**config.mk**
```make
export PLATFORM = sky130hd
export DESIGN_NAME = presc_counter
export DESIGN_NICKNAME = d
export VERILOG_FILES = /design/src/rtl/presc_pkg.sv /design/src/rtl/presc_op_decode.sv /design/src/rtl/presc_state_reg.sv /design/src/rtl/presc_carry_gen.sv /design/src/rtl/presc_counter.sv
export SDC_FILE = /design/constraint.sdc
export NUM_CORES = 1
export LEC_CHECK = 0
export BUFFER_PORTS_ARGS = -buffer_cell sky130_fd_sc_hd__buf_2
export CAP_MARGIN = 20
export CORE_AREA = 2 2 39 41
export CTS_BUF_LIST = sky130_fd_sc_hd__clkbuf_8 sky130_fd_sc_hd__clkbuf_16
export DETAILED_ROUTE_END_ITERATION = 10
export DIE_AREA = 0 0 41 43
export PLACE_DENSITY = 0.48
export SLEW_MARGIN = 20
export SYNTH_ARGS = -nofsm -noshare
export SYNTH_HDL_FRONTEND = slang
export SYNTH_SLANG_ARGS = --single-unit
```
**constraint.sdc**
```tcl
create_clock -name clk -period 2 [get_ports clk]
set_clock_uncertainty 0.2 [all_clocks]
set_input_delay 0 -clock clk [delete_from_list [all_inputs] [get_ports clk]]
set_output_delay 0 -clock clk [all_outputs]
set_load 0.1 [all_outputs]
```
**src/rtl/presc_pkg.sv**
```systemverilog
package presc_pkg;

    typedef enum logic [1:0] {
        OP_HOLD  = 2'd0,
        OP_CLEAR = 2'd1,
        OP_LOAD  = 2'd2,
        OP_INC   = 2'd3
    } presc_op_e;

    typedef struct packed {
        logic clr;
        logic load;
        logic en_p;
        logic en_t;
    } presc_ctrl_t;

    // Priority: clear, then load, then increment, else hold.
    function automatic presc_op_e pick_op(presc_ctrl_t c);
        presc_op_e op;
        if (c.clr) begin
            op = OP_CLEAR;
        end else if (c.load) begin
            op = OP_LOAD;
        end else if (c.en_p && c.en_t) begin
            op = OP_INC;
        end else begin
            op = OP_HOLD;
        end
        return op;
    endfunction

endpackage

```
**src/rtl/presc_op_decode.sv**
```systemverilog
module presc_op_decode
    import presc_pkg::*;
(
    input  presc_ctrl_t ctrl,
    output presc_op_e   op
);
    always_comb begin
        op = pick_op(ctrl);
    end
endmodule

```
**src/rtl/presc_state_reg.sv**
```systemverilog
module presc_state_reg
    import presc_pkg::*;
#(
    parameter int WIDTH       = 4,
    parameter bit ASYNC_CLEAR = 1'b1
) (
    input  logic             clk,
    input  logic             clr_n,
    input  presc_op_e        op,
    input  logic [WIDTH-1:0] preset,
    output logic [WIDTH-1:0] count
);
    localparam logic [WIDTH-1:0] ZERO = '0;
    localparam logic [WIDTH-1:0] ONE  = WIDTH'(1);

    logic [WIDTH-1:0] nxt;

    always_comb begin
        unique case (op)
            OP_CLEAR: nxt = ZERO;
            OP_LOAD:  nxt = preset;
            OP_INC:   nxt = count + ONE;
            default:  nxt = count;
        endcase
    end

    generate
        if (ASYNC_CLEAR) begin : g_async
            always_ff @(posedge clk or negedge clr_n) begin
                if (!clr_n) begin
                    count <= ZERO;
                end else begin
                    count <= nxt;
                end
            end
        end else begin : g_sync
            always_ff @(posedge clk) begin
                count <= nxt;
            end
        end
    endgenerate
endmodule

```
**src/rtl/presc_carry_gen.sv**
```systemverilog
module presc_carry_gen #(
    parameter int WIDTH = 4
) (
    input  logic [WIDTH-1:0] count,
    input  logic             en_t,
    output logic             carry
);
    logic [WIDTH:0] chain;

    assign chain[0] = en_t;
    generate
        for (genvar i = 0; i < WIDTH; i++) begin : g_and
            assign chain[i+1] = chain[i] & count[i];
        end
    endgenerate
    assign carry = chain[WIDTH];
endmodule

```
**src/rtl/presc_counter.sv**
```systemverilog
module presc_counter
    import presc_pkg::*;
#(
    parameter int WIDTH       = 4,
    parameter bit ASYNC_CLEAR = 1'b1
) (
    input  logic             clk,
    input  logic             clr_n,
    input  logic             load_n,
    input  logic             en_p,
    input  logic             en_t,
    input  logic [WIDTH-1:0] preset,
    output logic [WIDTH-1:0] count,
    output logic             carry_out
);
    presc_ctrl_t ctrl;
    presc_op_e   op;

    always_comb begin
        ctrl.clr  = ~clr_n;
        ctrl.load = ~load_n;
        ctrl.en_p = en_p;
        ctrl.en_t = en_t;
    end

    presc_op_decode u_dec (
        .ctrl (ctrl),
        .op   (op)
    );

    presc_state_reg #(
        .WIDTH       (WIDTH),
        .ASYNC_CLEAR (ASYNC_CLEAR)
    ) u_reg (
        .clk    (clk),
        .clr_n  (clr_n),
        .op     (op),
        .preset (preset),
        .count  (count)
    );

    presc_carry_gen #(
        .WIDTH (WIDTH)
    ) u_carry (
        .count (count),
        .en_t  (en_t),
        .carry (carry_out)
    );
endmodule

```
Word level (Yosys, flattened, before mapping)
Index checks and enable logic that the tools add are counted.
- memory bits (read-only): 0
- memories kept: 0
- latch bits: 0
- memory bits (writable): 0
- logic and storage cells: 15
- output and inout bits: 5
- input port bits: 9
- flip-flop bits (word level): 4
- magnitude comparators: 0
- bitwise gates (word level): 4
- shift operators: 0
- add/sub/neg operators: 1
- reductions and logical operators: 2
- muxes and demuxes: 4
- div/mod/pow operators: 0
- multipliers: 0
- eq/ne operators: 3
- operator list (kind ; count):
    $pmux 4 s3 ; 1
    $mux 2 ; 3
    $add 4x1->4 const B ; 1
    $and 1x1->1 ; 4
    $eq 2x2->1 const B ; 2
    $reduce_bool 3->1 ; 1
    $eq 2x1->1 const B ; 1
    $logic_and 1x1->1 ; 1

Depth between registers and ports, before layout
Gate-level depths: netlist of the first run.
- depth after elaboration: 6
- gate-level depth with buffers: 4
- depth with buffers taken out: 4

Cells and area by module
Synthesis of the first run repeated with hierarchy kept, for this count alone.
- cell total of the unflattened synthesis: 35
- area total of the unflattened synthesis: 290.3 um2
- by module, submodules not included (module ; seq. area each (um2) ; area an instance (um2) ; cells an instance ; times used):
    presc_state_reg ; 100.1 ; 250.2 ; 26 ; 1
    presc_op_decode ; 0.0 ; 20.0 ; 4 ; 1
    presc_carry_gen ; 0.0 ; 12.5 ; 3 ; 1
    presc_counter ; 0.0 ; 7.5 ; 2 ; 1

Worst setup path after synthesis of the first run
Ideal clock, no wire load.
- path type: register to output
- from: register u_reg.count[0]
- to: output port carry_out
- arrival time: 2435 ps
- cell stages (with the launch flop): 3
- required time: 1800 ps
- path buffers: 0
- setup slack: -635 ps
- cell sequence: dfrtp_1 -> nand3_2 -> nor2_1
- cells in the longest elaborated chain, start to end: 4
- ends and longest elaborated chain (item ; RTL line ; RTL):
    from (decl) ; presc_state_reg.sv:11 ; output logic [WIDTH-1:0] count
    from (signal assigned) ; presc_state_reg.sv:33 ; count <= nxt;
    $and 1x1->1 (4 in series) ; presc_carry_gen.sv:13 ; assign chain[i+1] = chain[i] & count[i];
    to (decl) ; presc_counter.sv:14 ; output logic carry_out
No other way between the ends.

Worst setup path in the final report of the first run
- from: register u_reg.count[0]
- to: register u_reg.count[3]
- cells in the longest elaborated chain, start to end: 2
- ends and longest elaborated chain (item ; RTL line ; RTL):
    $add 4x1->4 ; presc_state_reg.sv:22 ; OP_INC: nxt = count + ONE;
    $pmux 4 s3 ; presc_state_reg.sv:19 ; unique case (op)
No other way between the ends.
A chain may end at the register's enable or synchronous reset.

==> metrics, run 1 <==
fillers=147; Reg power frac=26.0%; CTS tree=built; Clock Power Share=46.5%; RD Place Congestion=0.683; Adder-Cell Fraction of Synth Area=5.56%; critical path's slowest cell=dlygate4sd3_1; placed instance area=318 µm²; commonest non-fill, non-tap cell in the layout=buf_2; WL per Instance=about 10 µm; Port-buffer cells=13; # setup viols final=0; commonest cells after routing, fill and taps aside=13 x buf_2, 12 x dlygate4sd3_1, 4 x dfrtp_1; area grow syn2layout=113%; Synth Net Count=35; P per Cell Area=755 nW/µm²; period utilisation layout=between 90 and 100%; starting density of the core=16.3%; Avg Synthesized Cell Area=9.01 µm²; post-route cell area=about 480 µm²; antenna cells=0; Max Cap Viol=0; first-pass GRT wire length=1.10 mm; Ys Warns=0; min-delay src=en_t; # rows=14; status=completed; post-placement worst setup slack=between 0.6 and 0.7 ns; post-synth top area share=around 44%; largest net degree at the start of global routing=9; Die Y=43 µm; slew margin rel.=roughly two thirds; DR vias=293; Die ar.=approximately 1800 µm²; mux cell area share after synthesis=0%; CP max stage delay=0.56 ns; clock slew at reported path FFs=0.03 ns; path type of the worst min-delay path=input port to register; Critical R2R Launch=u_reg.count[0]; FF-to-FF path depth=4; Seq/Total Area, Yosys=44.4%; main combinational cell family by area after synthesis=simple AND/OR/NAND/NOR gates; num ports=14; Syn Std Cell Area=225 µm²; Tightest Pin Transition=0.487 ns; Post-CTS Resized=0; Data arrival, critical path=1.84 ns; Largest regs=u_reg.count (4); critical path class=register to register; Synth Area in XOR/XNOR=under 10%; area of the multi-input gates=around 130 µm²; storage element area=100 µm²; starting DRC count in detailed routing=2; Post-Synth Simple-Gate Area=21.7%; worst-skew pair later-pin latency=0.21 ns; CP cell instances=nand3_2 -> or3_1 -> a31oi_1 -> dlygate4sd3_1; hold buffers post-CTS=12; Max Clk Rate=between 0.5 and 0.6 GHz; leakage power=0.223 nW; hold path cells=4; routed wire length=703 µm; switching share of power=roughly 31%; Final min period=approximately 1.9 ns; Sw Pwr=113 µW; Vias/cell=4.25; Compound-Gate Fraction of Synth Area=18.9%; RSZ-0062 raised after global routing=no; core area=1380 µm²; Overflow after GRT=0; top cells by area, synth=dfrtp_1 44%, xor2_1 7.8%, o21ai_0 6.7%, ha_1 5.6%, nand2_1 5.0%; First-pass DRT Iterations=4; GRT Overall Usage=under 10%; number of synthesized register bits=4; Max Root-Sink Buffers=2; cts bufs inserted=3; CP startpoint=u_reg.count[0]; max reg flops=4; H-tree depth=1; layout cells sized above 1=34.0%; Slew Limit Fails=0; final worst slack=0.108 ns; combinational power share=27.5%; largest reg by FF count=u_reg.count; Worst Path Max Fanout=4; Hold Fails Final Rpt=0; Worst setup EP type=register; vias in the first global route=289; Final ANT Viol Nets=0; distinct cell type count after synthesis=14; Critical Path Start Type=register; post-CTS setup buffer count=0; DRC violations left=0; clk sink count=4; VDD IR-drop max=approximately 0.3 mV; area leader, netlist=dfrtp_1; synthesized instance count=25; Chip Width=~41 µm; total power=362 µW; clock root cell=clkbuf_8; Worst EP required=1.95 ns; internal power=between 200 and 250 µW; initial antenna violation count=0; Final nets=65
==> critical path, delay by kind of cell, from the launching register on <==
kind            cells  cell delay [ns]
compound gates      1             0.16
buf+inv             1             0.56
flops               1             0.41
simple gates        2             0.49
==> path summary, 6_finish.rpt <==
| path | end | slack (ns) |
|---|---|---|
| setup reg to reg | u_reg.count[3] | 0.11 |
| hold reg to reg | u_reg.count[1] | 0.40 |
| setup / recovery | u_reg.count[3] | 0.11 |
| min in group asynchronous | u_reg.count[0] | 0.55 |
| hold / removal | u_reg.count[1] | 0.02 |
| max in group asynchronous | u_reg.count[3] | 0.86 |
==> power groups by stage <==
| stage | logic (mW) | registers [mW] | clock network (mW) |
|---|---|---|---|
| 3_5_place_dp | 0.0801 | 0.0950 | 0 |
| 2_1_floorplan | 0.0145 | 0.138 | 0 |
| 3_3_place_gp | 0.0808 | 0.0950 | 0 |
| 4_1_cts | 0.0991 | 0.0941 | 0.174 |
| 6_report | 0.0995 | 0.0939 | 0.168 |
| 5_1_grt | 0.106 | 0.0949 | 0.178 |
==> Yosys cell counts, drive strengths merged <==
cell type / instances
o21ai: 3
a31oi: 1
or3: 1
a311oi: 1
nand3: 3
xor2: 2
inv: 1
dfrtp: 4
nand2: 3
ha: 1
a21oi: 1
nor2: 3
a211oi: 1
==> cell families after synthesis <==
group	after synthesis
compound gates	7
xor+xnor	2
fa+ha+maj	1
buf+inv	1
flops	4
simple gates	10
==> routing by layer <==
metal / vias up / GRT usage, % / wire length, µm
met5: - / 0 / 0
met4: 0 / 6.00 / 0
met3: 0 / 3.14 / 55
met2: 11 / 13.1 / 315
met1: 134 / 11.8 / 332
li1: 148 / - / -
==> cell type report <==
cell class                 count  area share [%]
inverter                       1           0.783
tap                           16            4.18
clock buffer                   3            8.62
multi-input combinational     20            26.9
sequential                     4            20.9
timing repair buffer          25            38.6
==> stage by stage <==
step	util [%]	hold WS (ns)	setup TNS, ns	std cells
after floorplan	-	-0.496	-0.00406	25
after global placement	23.0	-0.365	0	54
after detailed placement	23.0	-0.369	0	54
after CTS	34.6	0.0116	0	69
after global routing	34.6	0.0511	0	69
final	34.6	0.0174	0	69
(Power assumes the default switching activity.)
==> run 2: changes to the inputs <==
--- a/config.mk
+++ b/config.mk
@@ -11,7 +11,9 @@
 export CTS_BUF_LIST = sky130_fd_sc_hd__clkbuf_8 sky130_fd_sc_hd__clkbuf_16
 export DETAILED_ROUTE_END_ITERATION = 10
 export DIE_AREA = 0 0 41 43
+export GPL_ROUTABILITY_DRIVEN = 0
 export PLACE_DENSITY = 0.48
+export RECOVER_POWER = 50
 export SLEW_MARGIN = 20
 export SYNTH_ARGS = -nofsm -noshare
 export SYNTH_HDL_FRONTEND = slang
==> constraint.sdc (replaced) <==
create_clock -name clk -period 2 [get_ports clk]
set_clock_uncertainty 0.2 [all_clocks]
set_input_delay 0.4 -clock clk [delete_from_list [all_inputs] [get_ports clk]]
set_output_delay 0.4 -clock clk [all_outputs]
set_load 0.1 [all_outputs]
==> metrics, run 2 (same netlist as run 1, synthesis figures left out) <==
status=completed; DRC violations left=0 (unchanged); Worst Path Max Fanout=4 (unchanged); clock slew at reported path FFs=0.03 ns (about the same); CP max stage delay=0.44 ns (-0.12 ns); Reg power frac=27.5% (+1.5 points); Overflow after GRT=0 (unchanged); # rows=14 (unchanged); Tightest Pin Transition=0.483 ns (-0.00381 ns); vias in the first global route=244 (-16%); Setup TNS Final=0 ns (unchanged); combinational power share=23.3% (-4.2 points); P per Cell Area=896 nW/µm² (+19%); internal power=235 µW (-5.5%); VDD IR-drop max=0.408 mV (+37%); layout cells sized above 1=50.0% (+16 points); WHS=0.249 ns (+0.231 ns); First-pass DRT Iterations=4 (unchanged); first-pass GRT wire length=1.02 mm (-6.9%); Worst EP required=1.40 ns (-0.55 ns); Port-buffer cells=13 (unchanged); Worst Path Buf+Inv=1 (unchanged); cts bufs inserted=3 (unchanged); Max Clk Rate=0.604 GHz (+14%); Final nets=54 (-17%); H-tree depth=1 (unchanged); Post-CTS Resized=0 (unchanged); post-layout util=28.0% (-6.6 points); GRT Overall Usage=8.94% (-0.44 points); Sw Pwr=112 µW (-0.46%); DR vias=254 (-13%); Hold Fails Final Rpt=0 (unchanged); clock root cell=clkbuf_8; Final min period=1.66 ns (-0.237 ns); worst-skew pair later-pin latency=0.22 ns (about the same); largest reg by FF count=u_reg.count; commonest cells after routing, fill and taps aside=11 x buf_2, 4 x dfrtp_2, 3 x nand2_1, 3 x o21ai_0, 3 x clkbuf_8; largest net degree at the start of global routing=9 (unchanged); num ports=14 (unchanged); Data arrival, critical path=1.06 ns (-0.78 ns); antenna cells=0 (unchanged); core area=1380 µm² (unchanged); Largest regs=u_reg.count (4); Clock Power Share=49.1% (+2.6 points); Max Root-Sink Buffers=2 (unchanged); max reg flops=4 (unchanged); Die ar.=1760 µm² (unchanged); routed wire length=601 µm (-15%); critical path class=register to output port; clk sink count=4 (unchanged); storage element area=105 µm² (+5.0%); starting DRC count in detailed routing=5 (+3); Final ANT Viol Nets=0 (unchanged); Die Y=43 µm (unchanged); critical path's slowest cell=buf_2; # setup viols final=0 (unchanged); area grow syn2layout=72.2%; switching share of power=32.3% (+1.1 points); Slew Limit Fails=0 (unchanged); Vias/cell=4.38 (+3.1%); Max Cap Viol=0 (unchanged); period utilisation layout=82.8% (-12 points); Chip Width=41 µm (unchanged); commonest non-fill, non-tap cell in the layout=buf_2; slew margin rel.=68.0% (+0.25 points); path type of the worst min-delay path=input port to register; Critical Path Start Type=register; initial antenna violation count=0 (unchanged); starting density of the core=16.3% (unchanged); fillers=147 (unchanged); WL per Instance=10.4 µm (+1.7%); CP top delay family=buffers and inverters; RSZ-0062 raised after global routing=no; CP cell instances=buf_2; CTS tree=built; area of the multi-input gates=129 µm² (unchanged); leakage power=0.170 nW (-24%); Worst setup EP type=output port
-- run 2: cell types whose count changed in the layout (fill, tap and decap cells not counted), sizes merged --
cell,delta
buf,-1
clkbuf,+1
dlygate4sd3,-11
-- run 2: per-layer routing --
metal  GRT usage, %  part of all wire [%]  vias to the layer above
met5              0                     0                        -
li1               -                     -                      125
met4           6.00                   3.5                        0
met3           4.71                    13                        3
met2           10.0                    37                       14
met1           12.6                    46                      112
-- run 2: area by class of cell --
class / instances / share of cell area, %
Sequential cell: 4 / 27.1
Tap cell: 16 / 5.16
Inverter: 1 / 0.968
Timing Repair Buffer: 14 / 22.9
Clock buffer: 3 / 10.6
Multi-Input combinational cell: 20 / 33.2
-- run 2: worst paths after layout --
check / start / end / slack, ns / depth (start not counted)
worst min-delay path: preset[1] / u_reg.count[1] / 0.25 / 3
max in group asynchronous: clr_n / u_reg.count[2] / 0.96 / 2
worst max register to register: u_reg.count[0] / u_reg.count[3] / 0.65 / 3
worst min register to register: u_reg.count[3] / u_reg.count[3] / 0.38 / 2
worst max-delay path: u_reg.count[0] / count[0] / 0.34 / 1
min in group asynchronous: clr_n / u_reg.count[0] / 0.38 / 2
-- run 2: repair_timing --
item                      in CTS  in global routing
setup buffers                  0                  0
hold endpoints to repair       4                  0
hold buffers                   1                  0
-- run 2: worst min-delay path: cells and delay by family --
| kind | cells | cell delay [ns] |
|---|---|---|
| compound gates | 1 | 0.05 |
| buf+inv | 1 | 0.10 |
| simple gates | 1 | 0.08 |
-- run 2: stage by stage --
stage	instance area [µm²]	setup WS (ns)	total power [mW]	cells
2_1_floorplan	238	0.00901	0.153	25
3_3_place_gp	338	0.501	0.176	54
3_5_place_dp	338	0.481	0.177	54
4_1_cts	389	0.342	0.353	58
5_1_grt	388	0.213	0.363	58
6_report	388	0.344	0.347	58
-- run 2: power groups by stage --
| stage | registers [mW] | logic [mW] | clock network, mW |
|---|---|---|---|
| 6_report | 0.0956 | 0.0811 | 0.171 |
| 5_1_grt | 0.0968 | 0.0868 | 0.179 |
| 4_1_cts | 0.0957 | 0.0820 | 0.175 |
| 3_5_place_dp | 0.0964 | 0.0801 | 0 |
| 3_3_place_gp | 0.0964 | 0.0794 | 0 |
| 2_1_floorplan | 0.139 | 0.0144 | 0 |
